--- src/rtl/atten_pkg.sv ---
package atten_pkg;
  localparam int unsigned WORD_BITS  = 8;
  localparam int unsigned RSV_BITS   = 2;
  localparam int unsigned SYNC_DEPTH = 2;

  // positions of the pins inside the synchronised pin vector
  localparam int unsigned PIN_DIN   = 0;
  localparam int unsigned PIN_SCLK  = 1;
  localparam int unsigned PIN_CSN   = 2;
  localparam int unsigned PIN_RSTN  = 3;
  localparam int unsigned PIN_COUNT = 4;

  // idle pin levels: reset pin high, select high, clock low, data low
  localparam logic [PIN_COUNT-1:0] PIN_IDLE = 4'b1100;
endpackage

--- src/rtl/atten_pin_sync.sv ---
module atten_pin_sync #(
  parameter int unsigned WIDTH  = 4,
  parameter int unsigned STAGES = 2,
  parameter logic [WIDTH-1:0] RST_VAL = '0
) (
  input  logic             clk,
  input  logic             rst_n,
  input  logic [WIDTH-1:0] async_i,
  output logic [WIDTH-1:0] sync_o
);
  logic [STAGES-1:0][WIDTH-1:0] stage_q;

  always_ff @(posedge clk or negedge rst_n) begin
    if (!rst_n) begin
      for (int s = 0; s < STAGES; s++) stage_q[s] <= RST_VAL;
    end else begin
      stage_q[0] <= async_i;
      for (int s = 1; s < STAGES; s++) stage_q[s] <= stage_q[s-1];
    end
  end

  assign sync_o = stage_q[STAGES-1];
endmodule

--- src/rtl/atten_edge_det.sv ---
module atten_edge_det #(
  parameter int unsigned WIDTH = 3,
  parameter logic [WIDTH-1:0] RST_VAL   = '0,
  parameter logic [WIDTH-1:0] FALL_MASK = '0  // 1: detect falling edge on that bit
) (
  input  logic             clk,
  input  logic             rst_n,
  input  logic [WIDTH-1:0] sig_i,
  output logic [WIDTH-1:0] edge_o
);
  logic [WIDTH-1:0] prev_q;

  always_ff @(posedge clk or negedge rst_n) begin
    if (!rst_n) prev_q <= RST_VAL;
    else        prev_q <= sig_i;
  end

  for (genvar i = 0; i < WIDTH; i++) begin : g_bit
    if (FALL_MASK[i]) begin : g_fall
      assign edge_o[i] = prev_q[i] & ~sig_i[i];
    end else begin : g_rise
      assign edge_o[i] = ~prev_q[i] & sig_i[i];
    end
  end
endmodule

--- src/rtl/atten_shift_path.sv ---
module atten_shift_path #(
  parameter int unsigned WORD_W = 8
) (
  input  logic              clk,
  input  logic              rst_n,
  input  logic              clear,
  input  logic              shift_en,
  input  logic              din,
  input  logic              drive_en,
  output logic [WORD_W-1:0] word_o,
  output logic              sdo_o
);
  logic [WORD_W-1:0] sreg_q, sreg_d;

  // newest bit enters at the top, oldest bit leaves at position 0
  always_comb begin
    sreg_d = sreg_q;
    if (clear)         sreg_d = '0;
    else if (shift_en) sreg_d = {din, sreg_q[WORD_W-1:1]};
  end

  always_ff @(posedge clk or negedge rst_n) begin
    if (!rst_n) sreg_q <= '0;
    else        sreg_q <= sreg_d;
  end

  assign word_o = sreg_q;
  assign sdo_o  = drive_en & sreg_q[0];
endmodule

--- src/rtl/atten_active_reg.sv ---
module atten_active_reg #(
  parameter int unsigned CODE_W = 6
) (
  input  logic              clk,
  input  logic              rst_n,
  input  logic              load,
  input  logic              clear,
  input  logic [CODE_W-1:0] load_word,
  output logic [CODE_W-1:0] code_o,
  output logic              stb_o
);
  logic [CODE_W-1:0] code_q, code_d;
  logic              stb_q, stb_d;

  always_comb begin
    code_d = code_q;
    stb_d  = 1'b0;
    if (clear) begin
      code_d = '0;
    end else if (load) begin
      code_d = load_word;
      stb_d  = 1'b1;
    end
  end

  always_ff @(posedge clk or negedge rst_n) begin
    if (!rst_n) begin
      code_q <= '0;
      stb_q  <= 1'b0;
    end else begin
      code_q <= code_d;
      stb_q  <= stb_d;
    end
  end

  assign code_o = code_q;
  assign stb_o  = stb_q;
endmodule

--- src/rtl/atten_ctrl_slave.sv ---
module atten_ctrl_slave
  import atten_pkg::*;
#(
  parameter int unsigned WORD_W      = WORD_BITS,
  parameter int unsigned RSV_W       = RSV_BITS,
  parameter int unsigned SYNC_STAGES = SYNC_DEPTH
) (
  input  logic                    clk,
  input  logic                    rst_n,
  input  logic                    ser_clk,
  input  logic                    ser_din,
  input  logic                    ser_cs_n,
  input  logic                    ser_rst_n,
  output logic                    ser_dout,
  output logic [WORD_W-RSV_W-1:0] atten_code,
  output logic                    word_load
);
  localparam int unsigned CODE_W = WORD_W - RSV_W;
  localparam int unsigned EDGE_W = PIN_COUNT - 1;

  logic [PIN_COUNT-1:0] pin_raw, pin_s;
  logic [EDGE_W-1:0]    edge_hit;
  logic                 sclk_rise, cs_rise, rst_fall, cs_n_s, shift_en;
  logic [WORD_W-1:0]    sreg_word;

  assign pin_raw = {ser_rst_n, ser_cs_n, ser_clk, ser_din};

  atten_pin_sync #(
    .WIDTH  (PIN_COUNT),
    .STAGES (SYNC_STAGES),
    .RST_VAL(PIN_IDLE)
  ) u_sync (
    .clk    (clk),
    .rst_n  (rst_n),
    .async_i(pin_raw),
    .sync_o (pin_s)
  );

  // edge bits: [0] clock rise, [1] select rise, [2] reset-pin fall
  atten_edge_det #(
    .WIDTH    (EDGE_W),
    .RST_VAL  (PIN_IDLE[PIN_COUNT-1:1]),
    .FALL_MASK(3'b100)
  ) u_edge (
    .clk   (clk),
    .rst_n (rst_n),
    .sig_i (pin_s[PIN_COUNT-1:1]),
    .edge_o(edge_hit)
  );

  assign sclk_rise = edge_hit[PIN_SCLK-1];
  assign cs_rise   = edge_hit[PIN_CSN-1];
  assign rst_fall  = edge_hit[PIN_RSTN-1];
  assign cs_n_s    = pin_s[PIN_CSN];
  assign shift_en  = sclk_rise & ~cs_n_s;

  atten_shift_path #(
    .WORD_W(WORD_W)
  ) u_shift (
    .clk     (clk),
    .rst_n   (rst_n),
    .clear   (rst_fall),
    .shift_en(shift_en),
    .din     (pin_s[PIN_DIN]),
    .drive_en(~cs_n_s),
    .word_o  (sreg_word),
    .sdo_o   (ser_dout)
  );

  atten_active_reg #(
    .CODE_W(CODE_W)
  ) u_active (
    .clk      (clk),
    .rst_n    (rst_n),
    .load     (cs_rise),
    .clear    (rst_fall),
    .load_word(sreg_word[WORD_W-1:RSV_W]),
    .code_o   (atten_code),
    .stb_o    (word_load)
  );
endmodule

--- config.mk ---
export PLATFORM = sky130hd
export DESIGN_NAME = atten_ctrl_slave
export DESIGN_NICKNAME = d
export VERILOG_FILES = /design/src/rtl/atten_pkg.sv /design/src/rtl/atten_pin_sync.sv /design/src/rtl/atten_edge_det.sv /design/src/rtl/atten_shift_path.sv /design/src/rtl/atten_active_reg.sv /design/src/rtl/atten_ctrl_slave.sv
export SDC_FILE = /design/constraint.sdc
export NUM_CORES = 1
export LEC_CHECK = 0
export CAP_MARGIN = 15
export CORE_AREA = 2 2 46 48
export CTS_CLUSTER_DIAMETER = 50
export DETAILED_ROUTE_END_ITERATION = 8
export DIE_AREA = 0 0 48 50
export PLACE_DENSITY = 0.78
export SYNTH_ARGS = -nofsm -noshare
export SYNTH_HDL_FRONTEND = slang
export SYNTH_SLANG_ARGS = --single-unit
export TNS_END_PERCENT = 100
--- constraint.sdc ---
create_clock -name clk -period 1.35 [get_ports clk]
set_clock_uncertainty 0.1 [all_clocks]
set_input_delay 0.2025 -clock clk [delete_from_list [all_inputs] [get_ports clk]]
set_output_delay 0.2025 -clock clk [all_outputs]
set_load 0.01 [all_outputs]
==> results.toml, run 1 <==
[worst_setup_path]
worst_setup_path_end_kind = "output port"
path_cells = "and2b_1 -> buf_2"
required_ns = 1.05
timing.rr.start = "u_sync.sync_o[2]$_DFF_PN1_"
rr_worst_depth = 5
path_delay_family = "flip-flops"
slowest_stage = "dfstp_2"
cp.depth = 2
startpoint_type = "flip-flop"
crit_start = "u_sync.sync_o[2]$_DFF_PN1_"
arrival_ns = 1.14
path_class = "reg2out"
crit_buf_inv = 1
critPathMaxFanout = 2
slowest_delay_ns = 0.54

[timing]
setup_violations = 1
max_freq_ghz = 0.695
rsz0062_at_grt = "true"
maxSlewViolCount = 0
setup_ws_ns = -0.0881
slew_headroom = 0.889
tns_ns = -0.0881
report.final.hold_viol_count = 0
finalCriticalPeriod_ns = 1.44
finalCritPeriodShare = 1.07
worst_pin_slew_ns = 0.166

[global_route]
track_usage = 0.128
grt_pass1_vias = 496
met1_usage = 0.160
antenna_found_initial = 0
overflow = 0
grt_start_max_net_pins = 27
grt_use_met3 = 0.0110
met2_usage = 0.198
busiest_layer = "met2"
grt_pass1_wl_mm = 2.11

[detailed_routing]
firstDrtPassIters = 3
wl_per_cell_um = 10.9
vias = 520
drt-initial-drc-count = 7
avgViaCountPerCell = 4.60
antenna_left = 0
wl_mm = 1.23
drc = 0

[clock_network]
clock_sinks = 26
h-tree-depth = 1
cts_setup_buffers = 0
max-clock-path-buffers = 2
cts.clk_slew.worst_paths_ns = 0.12
cts_root_buf = "clkbuf_4"
holdBufCountCts = 0
tritoncts = "built"
worstSkewPairLatency_ns = 0.30
cts_made_buffers = 3

[yosys]
syn_avg_cell_area_um2 = 13.3
ys_seq_area_frac = 0.726
yosysUniqueCellTypes = 12
synth_seq_cells = 26
mappedNetlistArea_um2 = 907
synth_warnings = 0
synthCells = 68
synthesis.nets = 74

[die]
fp.coreArea_um2 = 1900
ios = 14
die_w_um = 48
die_y_um = 50
die_area_um2 = 2400
num_rows = 16
start_util = 0.477

[final_layout]
final_util = 0.588
postLayoutCellArea_um2 = 1120
drive_gt1_frac = 0.209
final_cell_count_no_fill = 113
syn_to_final_growth_pct = 23.2
antennaDiodeCount = 0
final_nets = 94
fill_cells = 160

[placement]
port-buffer-count = 13
place_ws_ns = -0.0923
dp_hpwl_um = 906
gp_congestion = 0.721
place_area_um2 = 1090
dp.cells = 110

[power]
peakVddDrop_mv = 0.725
power_density_nw_per_um2 = 1070
leakage_nw = 0.524

[worst_hold_path]
hp-class = "in2async"

[outcome]
violations = "negative setup slack"
status = "complete, but fails checks"

[run]
drv_cap = 0
[worst register-to-register path: cells and delay by family, from the launching register on]
| kind | cells | cell delay (ns) |
|---|---|---|
| multiplexers | 1 | 0.20 |
| flip-flops | 1 | 0.39 |
| buffers and inverters | 2 | 0.30 |
| AND/OR/NAND/NOR | 2 | 0.24 |
[kinds of logic (layout without fill, tap and decap cells)]
family / after synthesis / in the layout / synth area share
flip-flops: 26 / 26 / 0.726
AO/OA/AOI/OAI: 6 / 6 / 0.0331
AND/OR/NAND/NOR: 26 / 26 / 0.132
multiplexers: 8 / 8 / 0.0883
buffers and inverters: 2 / 20 / 0.0207
[layout make-up]
class / count / area [um^2] / area share
Sequential cell: 26 / 658 / 0.589
Clock buffer: 3 / 22.5 / 0.0202
Tap cell: 27 / 33.8 / 0.0302
Timing Repair Buffer: 17 / 164 / 0.147
Multi-Input combinational cell: 40 / 239 / 0.214
[where the power goes]
group / leakage (nW) / switching (mW) / internal (mW)
clock network: 0.0138 / 0.191 / 0.104
registers: 0.329 / 0.0104 / 0.811
logic: 0.181 / 0.0420 / 0.0424
[layout by cell type, fill, tap and decap left out]
| cell | n |
|---|---|
| a21oi_1 | 5 |
| a21oi_2 | 1 |
| and2b_1 | 1 |
| and2b_2 | 1 |
| buf_12 | 1 |
| buf_2 | 1 |
| buf_4 | 2 |
| buf_6 | 1 |
| clkbuf_4 | 3 |
| clkdlybuf4s15_1 | 1 |
| clkdlybuf4s50_1 | 5 |
| dfrtp_1 | 20 |
| dfstp_2 | 6 |
| dlygate4sd2_1 | 6 |
| mux2i_1 | 8 |
| nand2_1 | 12 |
| nor2_1 | 9 |
| nor2b_1 | 1 |
| nor3b_2 | 1 |
| or2b_4 | 1 |
[per-layer routing]
layer | share of wire | up-vias
met5 | 0 | -
met4 | 0.016 | 0
met3 | 0.029 | 2
met2 | 0.53 | 10
met1 | 0.42 | 251
li1 | - | 257
[state kept, by name, summed over array words and instances, names as in the netlist]
register         flops
u_sync.stage_q       4
u_edge.prev_q        3
u_active.stb_o       1
u_shift.word_o       8
u_active.code_o      6
u_sync.sync_o        4
[synthesized netlist by cell type]
cell type / count / area (um^2)
nor2b_1: 1 / 6.26
buf_6: 1 / 11.3
nor2_1: 9 / 33.8
mux2i_1: 8 / 80.1
or2b_1: 1 / 7.51
dfrtp_1: 20 / 500
a21oi_1: 6 / 30.0
and2b_1: 2 / 15.0
nor3b_2: 1 / 12.5
dfstp_2: 6 / 158
nand2_1: 12 / 45.0
buf_4: 1 / 7.51
[stage by stage]
step,hold slack (ns),power [mW]
after floorplan,-0.193,0.869
after global placement,0.232,0.919
after detailed placement,0.235,0.923
after CTS,0.133,1.22
after global routing,0.133,1.27
final,0.140,1.20
[final timing paths]
path	to	slack, ns
min reg2reg	u_sync.sync_o[0]$_DFF_PN0_	0.26
min in group clk	u_sync.stage_q[2]$_DFF_PN1_	0.20
max in group asynchronous	u_edge.prev_q[2]$_DFF_PN1_	0.78
min	u_active.code_o[0]$_DFFE_PN0P_	0.14
max	ser_dout	-0.09
max reg2reg	u_shift.word_o[0]$_DFFE_PN0P_	0.02
[what timing repair did]
item / CTS / global route
gates resized for setup: 11 / 5
pin swaps: 0 / 1
endpoints found under the setup margin: 8 / 16
(Power assumes the default switching activity.)
==> inputs of run 2 (changes only) <==
- SKIP_CTS_REPAIR_TIMING: not set -> 1
==> run 2 against run 1 <==
  * Clock power about the same
  * Clock-buffer cell count stayed put
  * Non-clock buffer count did not move
  * Sequential power is essentially flat
  * The run still ends with negative setup slack left
==> results.toml, run 2 (synthesized netlist as in run 1, its figures left out) <==
[outcome]
status = "complete, but fails checks"
violations = "negative setup slack"

[clock_network]
cts_made_buffers = 3
cts_root_buf = "clkbuf_4"
max-clock-path-buffers = 2
cts.clk_slew.worst_paths_ns = 0.12
clock_sinks = 26
h-tree-depth = 1
tritoncts = "built"
worstSkewPairLatency_ns = 0.30

[timing]
maxSlewViolCount = 0
worst_pin_slew_ns = 0.166
report.final.hold_viol_count = 0
slew_headroom = 0.889
rsz0062_at_grt = "true"
setup_violations = 1
tns_ns = -0.0775
setup_ws_ns = -0.0775
finalCritPeriodShare = 1.06
max_freq_ghz = 0.701
finalCriticalPeriod_ns = 1.43

[detailed_routing]
wl_mm = 1.26
wl_per_cell_um = 11.1
avgViaCountPerCell = 4.60
drt-initial-drc-count = 7
firstDrtPassIters = 3
antenna_left = 0
vias = 520
drc = 0

[power]
power_density_nw_per_um2 = 1050
finalPower_mw = 1.20
peakVddDrop_mv = 0.725
leakage_nw = 0.620

[die]
fp.coreArea_um2 = 1900
ios = 14
die_area_um2 = 2400
num_rows = 16
start_util = 0.477
die_w_um = 48
die_y_um = 50

[worst_setup_path]
required_ns = 1.05
arrival_ns = 1.12
startpoint_type = "flip-flop"
worst_setup_path_end_kind = "output port"
critPathMaxFanout = 2
path_class = "reg2out"

[global_route]
antenna_found_initial = 0
grt_pass1_wl_mm = 2.08
overflow = 0
grt_start_max_net_pins = 27
track_usage = 0.127
grt_pass1_vias = 488

[final_layout]
final_cell_mix = "dfrtp_1 (20), nand2_1 (12), nor2_1 (9), mux2i_1 (8), dlymetal6s2s_1 (7)"
drive_gt1_frac = 0.209
syn_to_final_growth_pct = 25.9
final_common_cell = "dfrtp_1"
antennaDiodeCount = 0
final_nets = 94
fill_cells = 157
largest_reg_flops = 8
seqCellArea_um2 = 658
postLayoutCellArea_um2 = 1140
multi_input_area_um2 = 239
final_cell_count_no_fill = 113

[placement]
port-buffer-count = 13
gp_congestion = 0.721
dp.cells = 110
place_area_um2 = 1090
dp_hpwl_um = 906

[worst_hold_path]
hp-class = "in2async"

[run]
drv_cap = 0
[run 2: worst paths after layout]
kind | start | end | slack, ns | cells past startpoint
max | u_sync.sync_o[2]$_DFF_PN1_ | ser_dout | -0.08 | 2
min | rst_n | u_active.code_o[0]$_DFFE_PN0P_ | 0.14 | 2
max reg2reg | u_sync.sync_o[2]$_DFF_PN1_ | u_shift.word_o[0]$_DFFE_PN0P_ | 0.02 | 5
min reg2reg | u_sync.stage_q[0]$_DFF_PN0_ | u_sync.sync_o[0]$_DFF_PN0_ | 0.26 | 0
max in group asynchronous | rst_n | u_edge.prev_q[2]$_DFF_PN1_ | 0.78 | 2
min in group clk | ser_cs_n | u_sync.stage_q[2]$_DFF_PN1_ | 0.20 | 1
[run 2: final cells by class]
class,instances,share of cell area
Clock buffer,3,0.0197
Multi-Input combinational cell,40,0.209
Sequential cell,26,0.576
Tap cell,27,0.0296
Timing Repair Buffer,17,0.165
[run 2: layer usage]
metal | part of all wire | up-vias | global-route usage
met1 | 0.42 | 252 | 0.157
met2 | 0.53 | 10 | 0.196
met3 | 0.031 | 2 | 0.0110
li1 | - | 256 | -
met5 | 0 | - | 0
met4 | 0.016 | 0 | 0.0946
[run 2: worst max-delay path, cell delays in order (launching register included)]
cell      delay (ns)
dfstp_2         0.54
and2b_1         0.17
clkbuf_2        0.12
[run 2: report_power, final]
group | total (mW) | switching [mW] | internal (mW)
combinational | 0.0863 | 0.0420 | 0.0443
clock | 0.295 | 0.191 | 0.104
sequential | 0.821 | 0.0105 | 0.811
total | 1.20 | 0.243 | 0.959
[run 2: metrics by stage]
stage | hold slack [ns] | setup slack (ns) | util
finish | 0.140 | -0.0775 | 0.601
CTS | 0.133 | -0.450 | 0.588
global route | 0.133 | -0.140 | 0.601
floorplan | -0.193 | 0.112 | -
detailed placement | 0.235 | -0.0923 | 0.576
global placement | 0.232 | -0.0838 | 0.576
==> inputs of run 3 (changes only) <==
- ABC_AREA: not set -> 1
- CORE_AREA: 2 2 46 48 -> 3 3 48 50
- DIE_AREA: 0 0 48 50 -> 0 0 51 53
==> run 3 against run 2 <==
  * The run now ends clean
  * Critical path depth stayed put
  * Register-to-register slack better by 0.09 ns
  * Worst hold slack worse by 0.0079 ns
  * Synthesized cell count is 41% higher
  * Final area is 5.7% higher
  * Die area is 13% higher
  * Cell count is 27% higher
  * Sequential power hardly changed
==> results.toml, run 3 <==
[outcome]
status = "finished clean"

[clock_network]
cts_root_buf = "clkbuf_4"
clock_sinks = 26
tritoncts = "built"
cts_made_buffers = 3
h-tree-depth = 1
worstSkewPairLatency_ns = 0.31
max-clock-path-buffers = 2
cts.clk_slew.worst_paths_ns = 0.13

[final_layout]
final_cell_count_no_fill = 143
drive_gt1_frac = 0.198
final_common_cell = "nand2_1"
fill_cells = 180
largest_reg_flops = 8
final_cell_mix = "nand2_1 (40), dfrtp_1 (20), inv_1 (9), nor2_1 (8), dlymetal6s2s_1 (7)"
postLayoutCellArea_um2 = 1210
antennaDiodeCount = 0
final_nets = 123
syn_to_final_growth_pct = 25.8

[die]
die_w_um = 51
die_area_um2 = 2700
die_y_um = 53
fp.coreArea_um2 = 1940
start_util = 0.494
num_rows = 16
ios = 14

[placement]
place_area_um2 = 1150
port-buffer-count = 13
dp_hpwl_mm = 1.00
gp_congestion = 0.741
place_ws_ns = 0.0316
dp.cells = 138

[timing]
tns_ns = 0
finalCritPeriodShare = 0.981
rsz0062_at_grt = "true"
maxSlewViolCount = 0
report.final.hold_viol_count = 0
worst_pin_slew_ns = 0.339
setup_violations = 0
slew_headroom = 0.773
finalCriticalPeriod_ns = 1.32
max_freq_ghz = 0.755
holdWs_ns = 0.132
setup_ws_ns = 0.0251

[yosys]
yosysTopAreaCellShare = 0.522
async_reset_ff_frac = 1.00
synth_seq_cells = 26
syn_avg_cell_area_um2 = 10.0
synthFlopType = "dfrtp_1"
synth_edf_count = 0
mappedNetlistArea_um2 = 960
synth_warnings = 0
ys_seq_area_frac = 0.686
yosysUniqueCellTypes = 12
yosysMostFrequentCell = "nand2_1"
synth_top_area_cell = "dfrtp_1"
synthesis.nets = 102
synth.cells.most_frequent = "nand2_1 (40), dfrtp_1 (20), inv_1 (9)"
synthCells = 96
yosys-top-cells-area = "dfrtp_1 (52%), dfstp_2 (16%), nand2_1 (16%)"

[detailed_routing]
wl_mm = 1.43
wl_per_cell_um = 9.99
vias = 644
firstDrtPassIters = 4
avgViaCountPerCell = 4.50
antenna_left = 0
drt-initial-drc-count = 6
drc = 0

[global_route]
grt_pass1_vias = 642
overflow = 0
grt_start_max_net_pins = 27
antenna_found_initial = 0
grt_pass1_wl_mm = 2.62
track_usage = 0.131

[worst_setup_path]
arrival_ns = 1.02
critPathMaxFanout = 2
startpoint_type = "flip-flop"
required_ns = 1.05
worst_setup_path_end_kind = "output port"
path_class = "reg2out"

[run]
drv_cap = 0

[power]
peakVddDrop_mv = 0.804
power_density_nw_per_um2 = 1070
leakage_nw = 0.729

[worst_hold_path]
hp-class = "in2async"
==> run 3: path summary, 6_finish.rpt <==
path	startpoint	to	slack [ns]	cells past startpoint
min	rst_n	u_active.stb_o$_DFF_PN0_	0.13	2
max reg2reg	u_sync.sync_o[2]$_DFF_PN1_	u_active.code_o[0]$_DFFE_PN0P_	0.11	5
max	u_sync.sync_o[2]$_DFF_PN1_	ser_dout	0.03	2
max in group asynchronous	rst_n	u_sync.sync_o[3]$_DFF_PN1_	0.80	2
min in group clk	ser_rst_n	u_sync.stage_q[3]$_DFF_PN1_	0.18	1
min reg2reg	u_sync.stage_q[3]$_DFF_PN1_	u_sync.sync_o[3]$_DFF_PN1_	0.26	0
==> run 3: where the power goes <==
part	leakage [nW]	switching, mW	internal [mW]	total (mW)
Combinational	0.379	0.0528	0.0393	0.0920
Sequential	0.329	0.0124	0.811	0.823
Clock	0.0210	0.212	0.165	0.377
Total	0.729	0.277	1.01	1.29
==> run 3: stage by stage <==
stage	utilization	total power [mW]
after floorplan	-	0.876
after global placement	0.593	0.929
after detailed placement	0.593	0.932
after CTS	0.611	1.31
after global routing	0.622	1.36
final	0.622	1.29
==> run 3: area by class of cell <==
class / count / area, um^2 / area share
flip-flops and latches: 26 / 658 / 0.545
multi-input cells: 57 / 253 / 0.209
well taps: 27 / 33.8 / 0.0280
repair buffers: 16 / 178 / 0.147
inverters: 13 / 48.8 / 0.0404
clock buffers: 4 / 36.3 / 0.0301
==> run 3: cells by family after synthesis <==
kind of cell | synth area share
AND/OR/NAND/NOR | 0.263
flip-flops | 0.686
buffers and inverters | 0.0508
==> run 3: critical path, stage by stage (launching register included) <==
cell and delay (ns):
dfstp_2 0.56, nor2_1 0.04, clkbuf_2 0.11
==> run 3: per-layer routing <==
metal,share of wire,track usage,vias up
li1,-,-,328
met1,0.45,0.151,298
met2,0.48,0.225,16
met3,0.055,0.0338,2
met4,0.0049,0.0673,0
met5,0,0,-
